File: config.mk
export PLATFORM = sky130hd
export DESIGN_NAME = cpar_guard
export DESIGN_NICKNAME = d
export VERILOG_FILES = /design/src/rtl/cpar_pkg.sv /design/src/rtl/cpar_gen.sv /design/src/rtl/cpar_cmp.sv /design/src/rtl/cpar_policy.sv /design/src/rtl/cpar_guard.sv
export SDC_FILE = /design/constraint.sdc
export NUM_CORES = 1
export LEC_CHECK = 0
export ABC_CLOCK_PERIOD_IN_PS = 2100
export CAP_MARGIN = 20
export CELL_PAD_IN_SITES_DETAIL_PLACEMENT = 1
export CELL_PAD_IN_SITES_GLOBAL_PLACEMENT = 2
export CORE_MARGIN = 1
export CORE_UTILIZATION = 21
export DETAILED_ROUTE_END_ITERATION = 10
export GPL_ROUTABILITY_DRIVEN = 0
export HOLD_SLACK_MARGIN = 0.02
export PLACE_DENSITY_LB_ADDON = 0.08
export SLEW_MARGIN = 25
export SYNTH_ARGS = -nofsm -noshare
export SYNTH_HDL_FRONTEND = slang
export SYNTH_SLANG_ARGS = --single-unit
File: constraint.sdc
create_clock -name clk -period 2.1 [get_ports clk]
set_input_delay 0.21 -clock clk [delete_from_list [all_inputs] [get_ports clk]]
set_output_delay 0.21 -clock clk [all_outputs]
set_load 0.02 [all_outputs]
File: src/rtl/cpar_pkg.sv
package cpar_pkg;

  typedef enum logic {SIDE_INSTR = 1'b0, SIDE_DATA = 1'b1} side_e;

  // widest field folded into one parity bit
  localparam int FOLD_W = 64;

  // check bit for a field: XOR of its bits, inverted for odd parity
  function automatic logic par_fold(input logic [FOLD_W-1:0] v, input logic odd);
    return (^v) ^ odd;
  endfunction

endpackage

File: src/rtl/cpar_gen.sv
module cpar_gen
  import cpar_pkg::*;
#(
  parameter int DATA_W = 64,
  parameter int TAG_W  = 20,
  localparam int NBYTE = DATA_W / 8
) (
  input  logic             odd,
  input  logic [DATA_W-1:0] data,
  input  logic [TAG_W-1:0]  tag,
  input  logic             dirty,
  output logic [NBYTE-1:0] data_par,
  output logic             tag_par
);

  // one check bit per byte lane
  for (genvar b = 0; b < NBYTE; b++) begin : g_lane
    assign data_par[b] = par_fold(FOLD_W'(data[8*b +: 8]), odd);
  end

  // tag entry bit covers the dirty flag as well
  assign tag_par = par_fold(FOLD_W'({dirty, tag}), odd);

endmodule

File: src/rtl/cpar_cmp.sv
module cpar_cmp #(
  parameter int NBYTE = 8
) (
  input  logic [NBYTE-1:0] calc_data_par,
  input  logic [NBYTE-1:0] stored_data_par,
  input  logic             calc_tag_par,
  input  logic             stored_tag_par,
  output logic [NBYTE-1:0] byte_mism,
  output logic             tag_mism
);

  for (genvar b = 0; b < NBYTE; b++) begin : g_cmp
    assign byte_mism[b] = calc_data_par[b] != stored_data_par[b];
  end

  assign tag_mism = calc_tag_par != stored_tag_par;

endmodule

File: src/rtl/cpar_policy.sv
module cpar_policy #(
  parameter int NBYTE  = 8,
  parameter int SET_W  = 7,
  parameter int WAY_W  = 2,
  parameter int ADDR_W = 32
) (
  input  logic              clk,
  input  logic              rst_n,
  input  logic              rd_valid,
  input  logic              side,
  input  logic              hw_en,
  input  logic              sw_en,
  input  logic              dirty,
  input  logic [SET_W-1:0]  set,
  input  logic [WAY_W-1:0]  way,
  input  logic [ADDR_W-1:0] addr,
  input  logic [NBYTE-1:0]  byte_mism,
  input  logic              tag_mism,
  input  logic              st_clr,
  output logic              inval_req,
  output logic              replay_req,
  output logic [SET_W-1:0]  inval_set,
  output logic [WAY_W-1:0]  inval_way,
  output logic              abort_req,
  output logic              fsr_valid,
  output logic              fsr_overflow,
  output logic              fsr_side,
  output logic [SET_W-1:0]  fsr_set,
  output logic [WAY_W-1:0]  fsr_way,
  output logic [NBYTE-1:0]  fsr_byte_err,
  output logic              fsr_tag_err,
  output logic              fsr_unrec,
  output logic [ADDR_W-1:0] far_addr
);

  // named events for the checks below
  logic chk_on, evt_err, evt_fix, evt_notify, rec_held;

  assign chk_on     = hw_en | sw_en;
  assign evt_err    = rd_valid & chk_on & ((|byte_mism) | tag_mism);
  assign evt_fix    = evt_err & hw_en & ~dirty;
  assign evt_notify = evt_err & (sw_en | dirty);
  assign rec_held   = fsr_valid & ~st_clr;

  always_ff @(posedge clk or negedge rst_n) begin
    if (!rst_n) begin
      inval_req  <= 1'b0;
      replay_req <= 1'b0;
      abort_req  <= 1'b0;
      inval_set  <= '0;
      inval_way  <= '0;
    end else begin
      inval_req  <= evt_fix;
      replay_req <= evt_fix;
      abort_req  <= evt_notify;
      if (evt_fix) begin
        inval_set <= set;
        inval_way <= way;
      end
    end
  end

  always_ff @(posedge clk or negedge rst_n) begin
    if (!rst_n) begin
      fsr_valid    <= 1'b0;
      fsr_overflow <= 1'b0;
      fsr_side     <= 1'b0;
      fsr_set      <= '0;
      fsr_way      <= '0;
      fsr_byte_err <= '0;
      fsr_tag_err  <= 1'b0;
      fsr_unrec    <= 1'b0;
      far_addr     <= '0;
    end else begin
      if (st_clr) begin
        fsr_valid    <= 1'b0;
        fsr_overflow <= 1'b0;
        fsr_byte_err <= '0;
        fsr_tag_err  <= 1'b0;
        fsr_unrec    <= 1'b0;
      end
      if (evt_err) begin
        if (!rec_held) begin
          fsr_valid    <= 1'b1;
          fsr_side     <= side;
          fsr_set      <= set;
          fsr_way      <= way;
          fsr_byte_err <= byte_mism;
          fsr_tag_err  <= tag_mism;
          fsr_unrec    <= dirty;
          far_addr     <= addr;
        end else begin
          fsr_overflow <= 1'b1;
        end
      end
    end
  end

  assert_off_quiet_R4: assert property (@(posedge clk) disable iff (!rst_n)
    (rd_valid && !hw_en && !sw_en) |=> (!inval_req && !abort_req));

  assert_fix_target_R5: assert property (@(posedge clk) disable iff (!rst_n)
    (evt_err && hw_en && !dirty) |=> (inval_req && replay_req &&
                                      inval_set == $past(set) && inval_way == $past(way)));

  assert_abort_raised_R6: assert property (@(posedge clk) disable iff (!rst_n)
    (evt_err && sw_en) |=> abort_req);

  assert_dirty_no_inval_R9: assert property (@(posedge clk) disable iff (!rst_n)
    (evt_err && dirty) |=> (!inval_req && !replay_req && abort_req));

  assert_first_kept_R10: assert property (@(posedge clk) disable iff (!rst_n)
    rec_held |=> (fsr_valid && $stable(far_addr) && $stable(fsr_set) && $stable(fsr_way)));

  assert_no_overflow_drop_R10: assert property (@(posedge clk) disable iff (!rst_n)
    (fsr_overflow && !st_clr) |=> fsr_overflow);

  assert_clear_empties_R11: assert property (@(posedge clk) disable iff (!rst_n)
    (st_clr && !evt_err) |=> (!fsr_valid && !fsr_overflow));

  assert_quiet_idle_R13: assert property (@(posedge clk) disable iff (!rst_n)
    !rd_valid |=> (!inval_req && !replay_req && !abort_req));

endmodule

File: src/rtl/cpar_guard.sv
module cpar_guard
  import cpar_pkg::*;
#(
  parameter int DATA_W = 64,
  parameter int TAG_W  = 20,
  parameter int SET_W  = 7,
  parameter int WAY_W  = 2,
  parameter int ADDR_W = 32,
  localparam int NBYTE = DATA_W / 8
) (
  input  logic              clk,
  input  logic              rst_n,
  input  logic              cfg_odd,
  input  logic              i_hw_fix_en,
  input  logic              i_sw_abort_en,
  input  logic              d_hw_fix_en,
  input  logic              d_sw_abort_en,
  output logic              force_wt,
  input  logic [DATA_W-1:0] wr_data,
  input  logic [TAG_W-1:0]  wr_tag,
  input  logic              wr_dirty,
  output logic [NBYTE-1:0]  wr_data_par,
  output logic              wr_tag_par,
  input  logic              rd_valid,
  input  logic              rd_side,
  input  logic [ADDR_W-1:0] rd_addr,
  input  logic [SET_W-1:0]  rd_set,
  input  logic [WAY_W-1:0]  rd_way,
  input  logic [DATA_W-1:0] rd_data,
  input  logic [NBYTE-1:0]  rd_data_par,
  input  logic [TAG_W-1:0]  rd_tag,
  input  logic              rd_dirty,
  input  logic              rd_tag_par,
  input  logic              st_clr,
  output logic              inval_req,
  output logic              replay_req,
  output logic [SET_W-1:0]  inval_set,
  output logic [WAY_W-1:0]  inval_way,
  output logic              abort_req,
  output logic              fsr_valid,
  output logic              fsr_overflow,
  output logic              fsr_side,
  output logic [SET_W-1:0]  fsr_set,
  output logic [WAY_W-1:0]  fsr_way,
  output logic [NBYTE-1:0]  fsr_byte_err,
  output logic              fsr_tag_err,
  output logic              fsr_unrec,
  output logic [ADDR_W-1:0] far_addr
);

  logic [NBYTE-1:0] calc_data_par, byte_mism;
  logic             calc_tag_par, tag_mism;
  logic             sel_hw, sel_sw;

  // enables of the side being read
  assign sel_hw   = (rd_side == SIDE_DATA) ? d_hw_fix_en   : i_hw_fix_en;
  assign sel_sw   = (rd_side == SIDE_DATA) ? d_sw_abort_en : i_sw_abort_en;
  assign force_wt = d_hw_fix_en;

  cpar_gen #(.DATA_W(DATA_W), .TAG_W(TAG_W)) u_wr_gen (
    .odd(cfg_odd), .data(wr_data), .tag(wr_tag), .dirty(wr_dirty),
    .data_par(wr_data_par), .tag_par(wr_tag_par)
  );

  cpar_gen #(.DATA_W(DATA_W), .TAG_W(TAG_W)) u_rd_gen (
    .odd(cfg_odd), .data(rd_data), .tag(rd_tag), .dirty(rd_dirty),
    .data_par(calc_data_par), .tag_par(calc_tag_par)
  );

  cpar_cmp #(.NBYTE(NBYTE)) u_cmp (
    .calc_data_par(calc_data_par), .stored_data_par(rd_data_par),
    .calc_tag_par(calc_tag_par), .stored_tag_par(rd_tag_par),
    .byte_mism(byte_mism), .tag_mism(tag_mism)
  );

  cpar_policy #(.NBYTE(NBYTE), .SET_W(SET_W), .WAY_W(WAY_W), .ADDR_W(ADDR_W)) u_policy (
    .clk(clk), .rst_n(rst_n), .rd_valid(rd_valid), .side(rd_side),
    .hw_en(sel_hw), .sw_en(sel_sw), .dirty(rd_dirty),
    .set(rd_set), .way(rd_way), .addr(rd_addr),
    .byte_mism(byte_mism), .tag_mism(tag_mism), .st_clr(st_clr),
    .inval_req(inval_req), .replay_req(replay_req),
    .inval_set(inval_set), .inval_way(inval_way), .abort_req(abort_req),
    .fsr_valid(fsr_valid), .fsr_overflow(fsr_overflow), .fsr_side(fsr_side),
    .fsr_set(fsr_set), .fsr_way(fsr_way), .fsr_byte_err(fsr_byte_err),
    .fsr_tag_err(fsr_tag_err), .fsr_unrec(fsr_unrec), .far_addr(far_addr)
  );

  // the write side must never hand a dirty line to the cache while hardware recovery is on
  assert_wt_follows_R12: assert property (@(posedge clk) disable iff (!rst_n)
    (rd_valid && rd_side && d_hw_fix_en) |-> force_wt);

endmodule

==> results.py, run 1 <==
metrics = {
    "hold_path": {
        "hold_path_class": "in2async",
    },
    "timing": {
        "period_share": 1.02,
        "hold_viol": 0,
        "finalClockSkew_ps": 3.60,
        "rsz0062_at_grt": "true",
        "fin_crit_ps": 2140,
        "whs_ps": 341,
        "slew_violations": 0,
        "setup_ws_ps": -36.0,
        "max_slew_margin": 0.717,
        "tns_ps": -242,
        "fmax_mhz": 468,
        "setup_viol": 9,
        "worst_pin_slew_ps": 424,
    },
    "setup_path": {
        "critPathMaxFanout": 10,
        "critPathCaptureType": "flip-flop",
        "critical_path_class": "in2reg",
        "rr_startpoint": "u_policy.fsr_valid$_DFF_PN0_",
        "r2r_cells": 6,
        "cp-startpoint": "rd_data[24]",
        "worst_setup_path_start_kind": "input port",
        "worstPathRequired_ps": 2310,
        "arrival_ps": 2350,
    },
    "synthesis": {
        "ys.flop_type": "dfrtp_1",
        "synth_async_sr_flop_share": 1.00,
        "avgSynthCellArea_um2": 12.9,
        "syn_area_um2": 4460,
        "synthCells": 345,
        "synth_warnings": 0,
        "ys_seq_area_frac": 0.365,
        "ys_ff_latch": 65,
        "syn-num-nets": 575,
        "synthDistinctLibCells": 30,
        "synth-edff-count": 0,
    },
    "route": {
        "wl_met3_um": 1680,
        "wl_met2_um": 7690,
        "drtPass1Iterations": 3,
        "drc": 0,
        "via_per_inst": 4.00,
        "met1_length_um": 5500,
        "postRouteAntennaNets": 0,
        "top_layer": "met5",
        "vias": 3860,
        "routedWlPerCell_um": 15.7,
        "drt-total-wl_um": 15200,
        "drtIter0Drc": 45,
    },
    "die": {
        "initial_core_util": 0.218,
        "die_w_um": 148,
        "core_um2": 20500,
        "ioPinCount": 306,
        "die_h_um": 148,
        "rows": 52,
        "fp.dieArea_um2": 21800,
    },
    "clock_tree": {
        "clockBufferDepth": 2,
        "root_buffer": "clkbuf_16",
        "cts_inserted_buffers": 9,
        "cts.clk_slew.worst_paths_ps": 60,
        "clkSinkCount": 65,
        "cts_tree": "yes",
        "cts-htree-levels": 3,
        "clock_latency_ps": 330,
    },
    "placement": {
        "dp_slack_ps": -816,
        "post_dp_cell_area_um2": 7990,
        "port_buffers": 305,
        "dpl.hpwl_um": 12500,
    },
    "finish": {
        "diodes": 0,
        "area_growth_pct": 95.6,
        "final_common_cell": "clkdlybuf4s50_1",
        "final_cell_mix": "213 x clkdlybuf4s50_1, 97 x xnor2_1, 65 x dfrtp_1",
        "fin_nets": 921,
        "final_area_um2": 8720,
        "drive_gt1_frac": 0.274,
    },
    "global_route": {
        "grt_pass1_vias": 4340,
        "grt_pass1_wl_um": 22900,
        "grt_max_degree": 51,
        "antenna_found_initial": 1,
        "grt.overflow.total": 0,
        "grt_usage": 0.138,
    },
    "run_status": {
        "outcome": "complete, but fails checks",
        "violations": "negative setup slack",
    },
    "pwr": {
        "power_density_nw_per_um2": 784,
        "p_leak_nw": 3.72,
        "peakVddDrop_uv": 342,
    },
    "job": {
        "max-cap-violations": 0,
    },
}
cell usage after synthesis (2+ instances only):
| cell | number | area [µm²] |
|---|---|---|
| xnor2_1 | 135 | 1180 |
| dfrtp_1 | 65 | 1630 |
| mux2_4 | 40 | 601 |
| xor2_1 | 23 | 201 |
| nand2_1 | 17 | 63.8 |
| mux2_2 | 14 | 158 |
| xnor3_1 | 9 | 203 |
| o21ai_0 | 6 | 30.0 |
| buf_12 | 5 | 100 |
| inv_1 | 4 | 15.0 |
| xnor2_2 | 3 | 48.8 |
| a31oi_4 | 2 | 42.5 |
| buf_4 | 2 | 15.0 |
| nor2b_1 | 2 | 12.5 |
| nor4_4 | 2 | 42.5 |
| o31ai_1 | 2 | 15.0 |
timing repair:
item / 4_1_cts / 5_1_grt
setup endpoints to repair: 74 / 64
pin swaps: 45 / 30
gates resized for setup: 194 / 40
endpoints found under the hold margin: 15 / 0
cloned: 2 / 2
hold buffers: 1 / 0
setup buffers: 12 / 3
worst paths after layout:
path                                                      to  slack (ps)
max in group asynchronous  u_policy.far_addr[24]$_DFFE_PN0P_        1150
min reg2reg                u_policy.inval_set[2]$_DFFE_PN0P_         510
min                         u_policy.far_addr[9]$_DFFE_PN0P_         340
min in group clk                u_policy.fsr_unrec$_DFF_PN0_         410
max reg2reg                u_policy.far_addr[25]$_DFFE_PN0P_         500
max                        u_policy.inval_set[3]$_DFFE_PN0P_         -40
worst max-delay path: stages:
cell and delay (ps):
clkdlybuf4s50_1 450, xnor2_2 170, xnor2_2 240, xnor2_4 170, nor4_4 60, buf_4 160
buf_6 120, buf_12 110, a31oi_4 170, buf_12 150, mux2_2 330
per-layer routing:
metal	vias to the layer above	global-route usage
met3	19	0.0586
met1	1819	0.145
li1	1826	-
met2	194	0.247
met4	2	0.0423
met5	-	0
kinds of logic (layout without fill, tap and decap cells):
group / after synthesis / count (layout) / synth area share
XOR/XNOR: 170 / 170 / 0.367
flip-flops: 65 / 65 / 0.365
multiplexers: 54 / 54 / 0.170
AND/OR/NAND/NOR: 26 / 26 / 0.0331
AO/OA/AOI/OAI: 17 / 17 / 0.0326
buffers and inverters: 13 / 364 / 0.0326
per-stage QoR:
| step | std cells | total power [W] | utilization |
|---|---|---|---|
| floorplan | 345 | 0.00343 | - |
| global placement | 934 | 0.00502 | 0.390 |
| detailed placement | 934 | 0.00506 | 0.390 |
| CTS | 964 | 0.00688 | 0.419 |
| global route | 966 | 0.00722 | 0.425 |
| finish | 966 | 0.00684 | 0.425 |
power breakdown:
group	internal, W	switching, W
combinational	0.00205	0.00152
sequential	0.00152	0.000149
clock	0.00104	0.000566
sequential cells by signal, summed over array words and instances, names as in the netlist, 2 cells and up:
name and count:
u_policy.far_addr 32, u_policy.fsr_byte_err 8, u_policy.fsr_set 7, u_policy.fsr_way 2
u_policy.inval_set 7, u_policy.inval_way 2
final cells by class:
cell class,count,area (µm²)
fill,2207,11800
timing repair buffer,344,3370
multi-input combinational,267,3050
sequential,65,1630
tap,270,338
clock buffer,9,225
clock inverter,7,95.1
inverter,4,15.0
(Power assumes the default switching activity.)
==> inputs of run 2 (changes only) <==
Settings changed: SLEW_MARGIN 25 to default.
==> results of run 2 <==
Same layout as run 1: the final DEF is identical, and so are final timing and power.
==> inputs of run 3 (changes only) <==
--- a/config.mk
+++ b/config.mk
@@ -7,5 +7,4 @@
 export LEC_CHECK = 0
 export ABC_CLOCK_PERIOD_IN_PS = 2100
-export CAP_MARGIN = 20
 export CELL_PAD_IN_SITES_DETAIL_PLACEMENT = 1
 export CELL_PAD_IN_SITES_GLOBAL_PLACEMENT = 2
==> constraint.sdc (replaced) <==
create_clock -name clk -period 2.1 [get_ports clk]
set_input_delay 0.21 -clock clk [delete_from_list [all_inputs] [get_ports clk]]
set_output_delay 0.21 -clock clk [all_outputs]
set_load 0.05 [all_outputs]
==> results.py, run 3 (synthesis gave the netlist of run 1 again) <==
metrics = {
    "run_status": {
        "outcome": "complete, but fails checks",
        "violations": "negative setup slack",
    },
    "placement": {
        "post_dp_cell_area_um2": 8110,
        "dpl.hpwl_um": 12600,
        "port_buffers": 305,
    },
    "die": {
        "initial_core_util": 0.218,
        "die_w_um": 148,
        "rows": 52,
        "core_um2": 20500,
        "fp.dieArea_um2": 21800,
        "die_h_um": 148,
        "ioPinCount": 306,
    },
    "finish": {
        "largestRegisters": "u_policy.far_addr: 32 flops, u_policy.fsr_byte_err: 8 flops",
        "largest_register": "u_policy.far_addr",
        "final_area_um2": 8880,
        "largest_register_ffs": 32,
        "fill_cells": 2181,
        "final_common_cell": "clkdlybuf4s50_1",
        "fin_nets": 923,
        "final_cell_mix": "202 x clkdlybuf4s50_1, 90 x xnor2_1, 65 x dfrtp_1",
        "area_growth_pct": 99.1,
        "drive_gt1_frac": 0.297,
    },
    "hold_path": {
        "hold_path_class": "in2async",
    },
    "route": {
        "via_per_inst": 3.96,
        "drt-total-wl_um": 15400,
        "drtPass1Iterations": 4,
        "routedWlPerCell_um": 15.9,
        "postRouteAntennaNets": 0,
        "drc": 0,
        "vias": 3837,
        "drtIter0Drc": 24,
    },
    "clock_tree": {
        "cts_inserted_buffers": 9,
        "clkSinkCount": 65,
        "cts_tree": "yes",
        "clock_latency_ps": 330,
        "clockBufferDepth": 2,
        "cts.clk_slew.worst_paths_ps": 60,
        "cts-htree-levels": 3,
        "root_buffer": "clkbuf_16",
    },
    "timing": {
        "period_share": 1.03,
        "finalClockSkew_ps": 8.24,
        "slew_violations": 0,
        "setup_viol": 47,
        "whs_ps": 343,
        "hold_viol": 0,
        "max_slew_margin": 0.615,
        "tns_ps": -2010,
        "rsz0062_at_grt": "true",
        "fin_crit_ps": 2160,
        "fmax_mhz": 463,
        "worst_pin_slew_ps": 576,
        "setup_ws_ps": -58.5,
    },
    "global_route": {
        "grt_max_degree": 51,
        "grt_usage": 0.143,
        "grt.overflow.total": 0,
        "grt_pass1_wl_um": 23800,
        "grt_pass1_vias": 4364,
        "antenna_found_initial": 1,
    },
    "pwr": {
        "power_density_nw_per_um2": 883,
        "p_leak_nw": 3.82,
        "peakVddDrop_uv": 514,
    },
    "setup_path": {
        "critPathMaxFanout": 6,
        "worstPathRequired_ps": 2310,
        "worst_setup_path_start_kind": "input port",
        "arrival_ps": 2370,
        "critical_path_class": "in2reg",
        "critPathCaptureType": "flip-flop",
    },
    "job": {
        "max-cap-violations": 0,
    },
}
==> run 3: changes by cell type in the layout (fill, tap and decap cells not counted), moves of 4 or more <==
| cell | previous run | this run |
|---|---|---|
| buf_12 | 5 | 16 |
| buf_6 | 3 | 7 |
| clkdlybuf4s15_1 | 12 | 7 |
| clkdlybuf4s50_1 | 213 | 202 |
| dlygate4sd2_1 | 45 | 56 |
| dlymetal6s2s_1 | 4 | 0 |
| mux2_2 | 13 | 2 |
| mux2_4 | 41 | 52 |
| o21ai_0 | 2 | 6 |
| o21ai_1 | 4 | 0 |
| xnor2_1 | 97 | 90 |
| xnor2_2 | 38 | 43 |
==> run 3: per-layer routing <==
layer / up-vias / routed length, µm / global-route usage
met1: 1810 / 5750 / 0.160
met5: - / 0 / 0
met2: 183 / 8100 / 0.259
met3: 9 / 1480 / 0.0525
li1: 1835 / - / -
met4: 0 / 90 / 0.0263
==> run 3: area by class of cell <==
| type | instances | area (µm²) | share of cell area |
|---|---|---|---|
| antenna | 1 | 2.50 | 0.000282 |
| clock buffer | 10 | 239 | 0.0269 |
| clock inverter | 6 | 42.5 | 0.00479 |
| inverter | 4 | 15.0 | 0.00169 |
| multi-input combinational | 267 | 3140 | 0.353 |
| sequential | 65 | 1630 | 0.183 |
| tap | 270 | 338 | 0.0381 |
| timing repair buffer | 346 | 3480 | 0.392 |
==> run 3: metrics by stage <==
step                 util  total power (W)  worst slack, ps  std cells
floorplan               -          0.00426             -166        345
global placement    0.396          0.00615             -709        939
detailed placement  0.396          0.00619             -770        939
CTS                 0.432          0.00791             -137        967
global route        0.433          0.00823             -124        969
finish              0.433          0.00784            -58.5        969
==> run 3: final timing paths <==
check                                           startpoint                                 to  cells past startpoint  slack, ps
max                                                cfg_odd    u_policy.fsr_set[2]$_DFFE_PN0P_                     12        -60
min                                                  rst_n   u_policy.far_addr[9]$_DFFE_PN0P_                      2        340
max reg2reg                   u_policy.fsr_valid$_DFF_PN0_    u_policy.fsr_set[2]$_DFFE_PN0P_                      6        560
min reg2reg                u_policy.fsr_overflow$_DFF_PN0_    u_policy.fsr_overflow$_DFF_PN0_                      1        510
max in group asynchronous                            rst_n  u_policy.far_addr[26]$_DFFE_PN0P_                      3       1140
min in group clk                                  rd_dirty       u_policy.fsr_unrec$_DFF_PN0_                      3        400
==> run 3: critical path: stages <==
cell       delay (ps)
buf_8             100
buf_6             110
xnor2_2           150
xnor3_1           360
xnor2_2           180
nor4_4            280
buf_4             160
buf_6             100
a31oi_4            90
buf_12            160
clkbuf_16         170
mux2_4            290
==> run 3: where the power goes <==
| group | internal [W] | switching, W | total (W) | leakage, nW |
|---|---|---|---|---|
| registers | 0.00152 | 0.000154 | 0.00167 | 0.779 |
| clock network | 0.000832 | 0.000562 | 0.00139 | 0.135 |
| logic | 0.00238 | 0.00240 | 0.00478 | 2.91 |
==> run 3: what timing repair did <==
action,in CTS,in global routing
hold buffers,1,0
buffers inserted,14,4
hold endpoints to repair,15,0
cloned,4,1
pin swaps,79,19
gates resized for setup,234,20
setup endpoints to repair,66,54
